<file path="config.mk">
export PLATFORM = sky130hd
export DESIGN_NAME = fp_align_unit
export DESIGN_NICKNAME = d
export VERILOG_FILES = /design/src/rtl/fpa_pkg.sv /design/src/rtl/fpa_exp_compare.sv /design/src/rtl/fpa_rshift.sv /design/src/rtl/fp_align_unit.sv
export SDC_FILE = /design/constraint.sdc
export NUM_CORES = 1
export LEC_CHECK = 0
export ABC_AREA = 1
export BUFFER_PORTS_ARGS = -buffer_cell sky130_fd_sc_hd__buf_2
export CAP_MARGIN = 20
export CORE_MARGIN = 10
export CORE_UTILIZATION = 60
export CTS_BUF_LIST = sky130_fd_sc_hd__clkbuf_8
export DETAILED_ROUTE_END_ITERATION = 10
export PLACE_DENSITY = 0.95
export SYNTH_ARGS = -nofsm -noshare
export SYNTH_HDL_FRONTEND = slang
export SYNTH_SLANG_ARGS = --single-unit
</file>
<file path="constraint.sdc">
create_clock -name clk -period 5.62 [get_ports clk]
set_clock_uncertainty 0.15 [all_clocks]
set_input_delay 1.124 -clock clk [delete_from_list [all_inputs] [get_ports clk]]
set_output_delay 1.124 -clock clk [all_outputs]
set_load 0.02 [all_outputs]
</file>
<file path="src/rtl/fpa_pkg.sv">
`timescale 1ns/1ps
// fpa_pkg: shared helpers for the significand alignment unit.
// Assumes callers pass a positive significand width.
package fpa_pkg;
    // Number of power-of-two stages needed to cover shifts below width w.
    function automatic int stage_bits(input int w);
        return (w <= 2) ? 1 : $clog2(w);
    endfunction
endpackage

</file>
<file path="src/rtl/fpa_exp_compare.sv">
`timescale 1ns/1ps
// fpa_exp_compare: subtracts the two exponents, picks the operand with the
// larger exponent (ties go to operand A) and routes the significands.
// Purely combinational. Assumes unsigned biased exponents.
module fpa_exp_compare #(
    parameter int EXP_W = 8,
    parameter int SIG_W = 24
) (
    input  logic [EXP_W-1:0] a_exp_i,
    input  logic [SIG_W-1:0] a_sig_i,
    input  logic [EXP_W-1:0] b_exp_i,
    input  logic [SIG_W-1:0] b_sig_i,
    output logic             swap_o,
    output logic [EXP_W-1:0] big_exp_o,
    output logic [EXP_W-1:0] gap_o,
    output logic [SIG_W-1:0] big_sig_o,
    output logic [SIG_W-1:0] small_sig_o
);
    logic [EXP_W:0] a_minus_b;

    // Borrow of A-B tells whether B has the strictly larger exponent.
    always_comb begin
        a_minus_b = {1'b0, a_exp_i} - {1'b0, b_exp_i};
        swap_o    = a_minus_b[EXP_W];
    end

    // Route exponent, gap magnitude and significands by the swap decision.
    always_comb begin
        if (swap_o) begin
            big_exp_o   = b_exp_i;
            gap_o       = b_exp_i - a_exp_i;
            big_sig_o   = b_sig_i;
            small_sig_o = a_sig_i;
        end else begin
            big_exp_o   = a_exp_i;
            gap_o       = a_minus_b[EXP_W-1:0];
            big_sig_o   = a_sig_i;
            small_sig_o = b_sig_i;
        end
    end

    // The gap subtracted from the chosen exponent gives back the other one.
    always_comb begin
        if (!swap_o) AST_GAP_CONSISTENT: assert (big_exp_o - gap_o == b_exp_i);
        else         AST_GAP_CONSISTENT_SW: assert (big_exp_o - gap_o == a_exp_i);
    end
endmodule

</file>
<file path="src/rtl/fpa_rshift.sv">
`timescale 1ns/1ps
// fpa_rshift: logical right shifter built from a cascade of 2:1 mux stages,
// the largest power-of-two step first. Collects a sticky bit from each stage
// and saturates to zero when the amount reaches SIG_W.
// Assumes AMT_W >= stage_bits(SIG_W). Purely combinational.
module fpa_rshift #(
    parameter int SIG_W = 24,
    parameter int AMT_W = 8
) (
    input  logic [SIG_W-1:0] sig_i,
    input  logic [AMT_W-1:0] amt_i,
    output logic [SIG_W-1:0] sig_o,
    output logic             sticky_o
);
    localparam int             SH_W = fpa_pkg::stage_bits(SIG_W);
    localparam logic [AMT_W:0] LIM  = (AMT_W+1)'(SIG_W);

    logic [SIG_W-1:0] lvl [SH_W+1];
    logic [SH_W-1:0]  lost;
    logic             far;

    assign lvl[0] = sig_i;

    // One mux stage per amount bit, most significant bit first.
    for (genvar g = 0; g < SH_W; g++) begin : g_stage
        localparam int K    = SH_W - 1 - g;
        localparam int STEP = 1 << K;
        assign lvl[g+1] = amt_i[K] ? (lvl[g] >> STEP) : lvl[g];
        assign lost[g]  = amt_i[K] & (|lvl[g][STEP-1:0]);
    end

    // Oversized amounts flush the word and fold all its bits into sticky.
    always_comb begin
        far      = {1'b0, amt_i} >= LIM;
        sig_o    = far ? '0 : lvl[SH_W];
        sticky_o = far ? (|sig_i) : (|lost);
    end

    // A zero amount must leave the word intact with nothing lost.
    always_comb begin
        if (amt_i == '0) AST_ZERO_SHIFT_IDENT: assert (sig_o == sig_i && !sticky_o);
    end
endmodule

</file>
<file path="src/rtl/fp_align_unit.sv">
`timescale 1ns/1ps
// fp_align_unit: aligns two floating-point significands to the larger
// exponent in one cycle. Inputs are taken on in_valid, and results are
// registered with out_valid one cycle later. Ties keep operand A as the larger.
// Assumes EXP_W >= clog2(SIG_W) and unsigned biased exponents.
module fp_align_unit #(
    parameter int EXP_W = 8,
    parameter int SIG_W = 24
) (
    input  logic             clk,
    input  logic             rst_n,
    input  logic             in_valid,
    input  logic [EXP_W-1:0] a_exp,
    input  logic [SIG_W-1:0] a_sig,
    input  logic [EXP_W-1:0] b_exp,
    input  logic [SIG_W-1:0] b_sig,
    output logic             out_valid,
    output logic [SIG_W-1:0] big_sig,
    output logic [SIG_W-1:0] aligned_sig,
    output logic [EXP_W-1:0] common_exp,
    output logic             swapped,
    output logic             sticky
);
    localparam logic [EXP_W:0] SIG_LIM = (EXP_W+1)'(SIG_W);

    logic             swap_c;
    logic [EXP_W-1:0] exp_c;
    logic [EXP_W-1:0] gap_c;
    logic [SIG_W-1:0] big_c;
    logic [SIG_W-1:0] small_c;
    logic [SIG_W-1:0] shifted_c;
    logic             sticky_c;

    fpa_exp_compare #(.EXP_W(EXP_W), .SIG_W(SIG_W)) i_cmp (
        .a_exp_i    (a_exp),
        .a_sig_i    (a_sig),
        .b_exp_i    (b_exp),
        .b_sig_i    (b_sig),
        .swap_o     (swap_c),
        .big_exp_o  (exp_c),
        .gap_o      (gap_c),
        .big_sig_o  (big_c),
        .small_sig_o(small_c)
    );

    fpa_rshift #(.SIG_W(SIG_W), .AMT_W(EXP_W)) i_shf (
        .sig_i   (small_c),
        .amt_i   (gap_c),
        .sig_o   (shifted_c),
        .sticky_o(sticky_c)
    );

    // Register the aligned pair on a strobe; the valid output follows the strobe.
    always_ff @(posedge clk) begin
        if (!rst_n) begin
            out_valid   <= 1'b0;
            big_sig     <= '0;
            aligned_sig <= '0;
            common_exp  <= '0;
            swapped     <= 1'b0;
            sticky      <= 1'b0;
        end else begin
            out_valid <= in_valid;
            if (in_valid) begin
                big_sig     <= big_c;
                aligned_sig <= shifted_c;
                common_exp  <= exp_c;
                swapped     <= swap_c;
                sticky      <= sticky_c;
            end
        end
    end

    // Port-level view of the gap, used only by the checks below.
    logic [EXP_W-1:0] chk_gap;
    logic             chk_far;
    always_comb begin
        chk_gap = (a_exp >= b_exp) ? (a_exp - b_exp) : (b_exp - a_exp);
        chk_far = {1'b0, chk_gap} >= SIG_LIM;
    end

    AST_VALID_FOLLOWS: assert property (@(posedge clk) disable iff (!rst_n) in_valid |=> out_valid);
    AST_NO_SPURIOUS_VALID: assert property (@(posedge clk) disable iff (!rst_n) !in_valid |=> !out_valid);
    AST_HOLD_IDLE: assert property (@(posedge clk) disable iff (!rst_n) !in_valid |=> $stable(aligned_sig) && $stable(common_exp) && $stable(big_sig));
    AST_EXP_IS_MAX: assert property (@(posedge clk) disable iff (!rst_n) in_valid |=> common_exp == (($past(a_exp) >= $past(b_exp)) ? $past(a_exp) : $past(b_exp)));
    AST_BIG_UNCHANGED: assert property (@(posedge clk) disable iff (!rst_n) in_valid |=> big_sig == (swapped ? $past(b_sig) : $past(a_sig)));
    AST_SWAP_FLAG: assert property (@(posedge clk) disable iff (!rst_n) in_valid |=> swapped == ($past(b_exp) > $past(a_exp)));
    AST_TIE_NO_SHIFT: assert property (@(posedge clk) disable iff (!rst_n) in_valid && (a_exp == b_exp) |=> !swapped && !sticky && aligned_sig == $past(b_sig));
    AST_FAR_FLUSH: assert property (@(posedge clk) disable iff (!rst_n) in_valid && chk_far |=> aligned_sig == '0);
endmodule

</file>
==> qor.tcl <==
set qor(synth_seq_area_share_pct) 23.4
set qor(start_util_pct) 61.4
set qor(grt-ovfl-total) 0
set qor(async_set_reset_flop_share_out_of_synthesis_pct) 0
set qor(routed_wire_length_per_instance_um) 14.2
set qor(grt_first_pass_wirelength_um) 25800
set qor(grt_pass1_vias) 5360
set qor(clock_insertion_delay_worst_skew_ns) 0.35
set qor(mostFrequentLayoutCell) {sky130_fd_sc_hd__nand2_1}
set qor(setup.worst_path.end_class) {register}
set qor(netlist-cell-type-count) 33
set qor(sequential_power_share_pct) 29.1
set qor(yosys_warnings) 0
set qor(fin_crit_ns) 4.48
set qor(final_min_period_over_clock_period_pct) 79.8
set qor(final.setup.tns_ns) 0
set qor(ys.flop_type) {sky130_fd_sc_hd__dfxtp_1}
set qor(timing.max_cap.violations) 0
set qor(crit_type) {primary input to register}
set qor(fmax_ghz) 0.223
set qor(htree_num_levels) 3
set qor(netlist_area_um2) 5050
set qor(tightestPinTransition_ns) 0.904
set qor(fp-row-count) 33
set qor(cts_post_setup_buffers_inserted) 0
set qor(result_of_the_run) {completed}
set qor(cts_resized) 0
set qor(die-width_um) 112
set qor(drive_above_1_share_pct) 18.4
set qor(synth-edff-count) 0
set qor(floorplan.die_area_um2) 12500
set qor(peakVddDrop_mv) 0.153
set qor(port_bufs) 125
set qor(final_max_slew_viol_count) 0
set qor(route.detailed.drc) 0
set qor(diodes) 0
set qor(number_of_top_level_pins) 126
set qor(postSynthAreaPerCell_um2) 5.82
set qor(place.detailed.hpwl_um) 11400
set qor(grt_setup_unrepaired) {false}
set qor(totalWireLength_um) 15100
set qor(critical_path.startpoint_type) {primary input}
set qor(grt_max_degree) 83
set qor(path_max_fanout) 82
set qor(power_density_nw_per_um2) 277
set qor(cts_tree) {yes}
set qor(ctsRootBufferMaster) {sky130_fd_sc_hd__clkbuf_8}
set qor(postSynthNetCount) 951
set qor(routed_via_density) 5.56
set qor(holdBufCountCts) 0
set qor(internal_power_w) 0.000843
set qor(worst-endpoint-arrival_ns) 4.62
set qor(worstPathRequired_ns) 5.75
set qor(place.gp.congestion) 1.00
set qor(syn_inst) 867
set qor(clkTransAtPathRegs_ns) 0.08
set qor(power.clock.fraction_pct) 22.1
set qor(core_region_area_um2) 8220
set qor(nets) 1037
set qor(cts_buffer_depth) 2
set qor(globalRouteTotalUtil_pct) 23.6
set qor(mostFrequentLayoutCells) {302 x sky130_fd_sc_hd__nand2_1, 125 x sky130_fd_sc_hd__buf_2, 119 x sky130_fd_sc_hd__nand3_1}
set qor(setup_violations) 0
set qor(postRouteAntennaNets) 0
set qor(worst_hold_path_type) {register to register}
set qor(num_vias) 5910
set qor(area_growth_syn_to_layout_pct) 13.2
set qor(relSlewSlack_pct) 39.6
set qor(p_sw_w) 0.000739
set qor(numCtsBuffers) 9
set qor(ys_ff_latch) 59
set qor(die_boundary_height_um) 112
set qor(switching_share_pct) 46.7
set qor(timing.final.hold_violations) 0
set qor(post-layout-total-power_w) 0.00158
set qor(grt_antenna_before_repair) 0
set qor(p_leak_nw) 2.95
set qor(drtIter0Drc) 449
set qor(tritoncts_num_sinks) 59
set qor(firstDrtPassIters) 5
set qor(share_of_total_power_in_combinational_logic_pct) 48.9
set qor(fillers) 761
[final cells by class]
type                            instances  area [um2]  share of cell area [%]
Multi-Input combinational cell        684        3320                    58.1
Sequential cell                        59        1180                    20.7
Timing Repair Buffer                  128         648                    11.3
Inverter                               71         267                    4.67
Tap cell                              105         131                    2.30
Clock buffer                            9         124                    2.17
Clock inverter                          7        43.8                   0.767
[critical path: stages]
cell and delay, ns:
sky130_fd_sc_hd__buf_2 0.09, sky130_fd_sc_hd__inv_1 0.05, sky130_fd_sc_hd__ha_1 0.38, sky130_fd_sc_hd__nand2_1 0.09, sky130_fd_sc_hd__nand2_1 0.12, sky130_fd_sc_hd__a21oi_4 0.49
sky130_fd_sc_hd__nand2_8 0.36, sky130_fd_sc_hd__nand2_1 0.17, sky130_fd_sc_hd__nand2_2 0.28, sky130_fd_sc_hd__nand2_1 0.17, sky130_fd_sc_hd__nand3_2 0.16, sky130_fd_sc_hd__nor2_2 0.64
sky130_fd_sc_hd__inv_2 0.14, sky130_fd_sc_hd__a21oi_1 0.15, sky130_fd_sc_hd__nand2_1 0.07, sky130_fd_sc_hd__a21oi_1 0.12
[synthesized netlist by cell type, types with 4 or more instances]
cell type | instances | area (um2)
sky130_fd_sc_hd__nand4_1 | 9 | 56.3
sky130_fd_sc_hd__o21ai_1 | 23 | 115
sky130_fd_sc_hd__buf_1 | 7 | 26.3
sky130_fd_sc_hd__nor2_1 | 49 | 184
sky130_fd_sc_hd__ha_1 | 15 | 188
sky130_fd_sc_hd__nand3_1 | 119 | 596
sky130_fd_sc_hd__buf_6 | 7 | 78.8
sky130_fd_sc_hd__inv_1 | 64 | 240
sky130_fd_sc_hd__nand2_1 | 302 | 1130
sky130_fd_sc_hd__nand2_2 | 6 | 37.5
sky130_fd_sc_hd__clkbuf_1 | 22 | 82.6
sky130_fd_sc_hd__o211ai_1 | 14 | 105
sky130_fd_sc_hd__dfxtp_1 | 59 | 1180
sky130_fd_sc_hd__a21oi_1 | 81 | 405
sky130_fd_sc_hd__buf_4 | 4 | 30.0
sky130_fd_sc_hd__inv_2 | 7 | 26.3
sky130_fd_sc_hd__buf_2 | 13 | 65.1
sky130_fd_sc_hd__o21ai_0 | 33 | 165
[final timing paths]
kind                         from         endpoint  slack (ns)  cells past startpoint
hold / removal    aligned_sig[10]  aligned_sig[10]        0.31                      2
setup / recovery         a_exp[5]  aligned_sig[17]        1.14                     16
hold reg to reg   aligned_sig[10]  aligned_sig[10]        0.31                      2
setup reg to reg           sticky           sticky        4.80                      2
[cell families after synthesis]
logic type               synth area share (%)
AND/OR/NAND/NOR                          42.9
flip-flops                               23.4
XOR/XNOR                                0.347
multiplexers                            0.595
buffers and inverters                    10.9
AO/OA/AOI/OAI                            17.3
adder cells (fa/ha/maj)                  4.51
[per-layer routing]
metal  up-vias  global-route usage, %  routed length [um]
met2       292                   36.9                6630
met4         0                   6.43                 211
met5         -                      0                   0
met1      2598                   31.1                6760
met3        21                   6.66                1520
li1       2999                      -                   -
[sequential cells by signal, indices dropped and copies added (netlist names)]
signal and cells:
swapped 1, aligned_sig 24, sticky 1, big_sig 24
out_valid 1, common_exp 8
[metrics by stage]
step	cells	utilization (%)	instance area [um2]	hold WS (ns)	setup WS, ns
2_1_floorplan	867	-	5050	0.395	2.12
3_3_place_gp	1047	67.5	5540	0.299	0.873
3_5_place_dp	1047	67.5	5540	0.302	0.806
4_1_cts	1063	69.5	5710	0.313	1.19
5_1_grt	1063	69.5	5710	0.330	0.695
6_report	1063	69.5	5710	0.314	1.14
[power groups by stage]
stage / clock network, W / registers, W / logic [W]
after floorplan: 0 / 0.000504 / 0.000569
after global placement: 0 / 0.000468 / 0.000753
after detailed placement: 0 / 0.000469 / 0.000756
after CTS: 0.000352 / 0.000459 / 0.000759
after global routing: 0.000371 / 0.000463 / 0.000873
final: 0.000349 / 0.000460 / 0.000773
(Power assumes the default switching activity.)
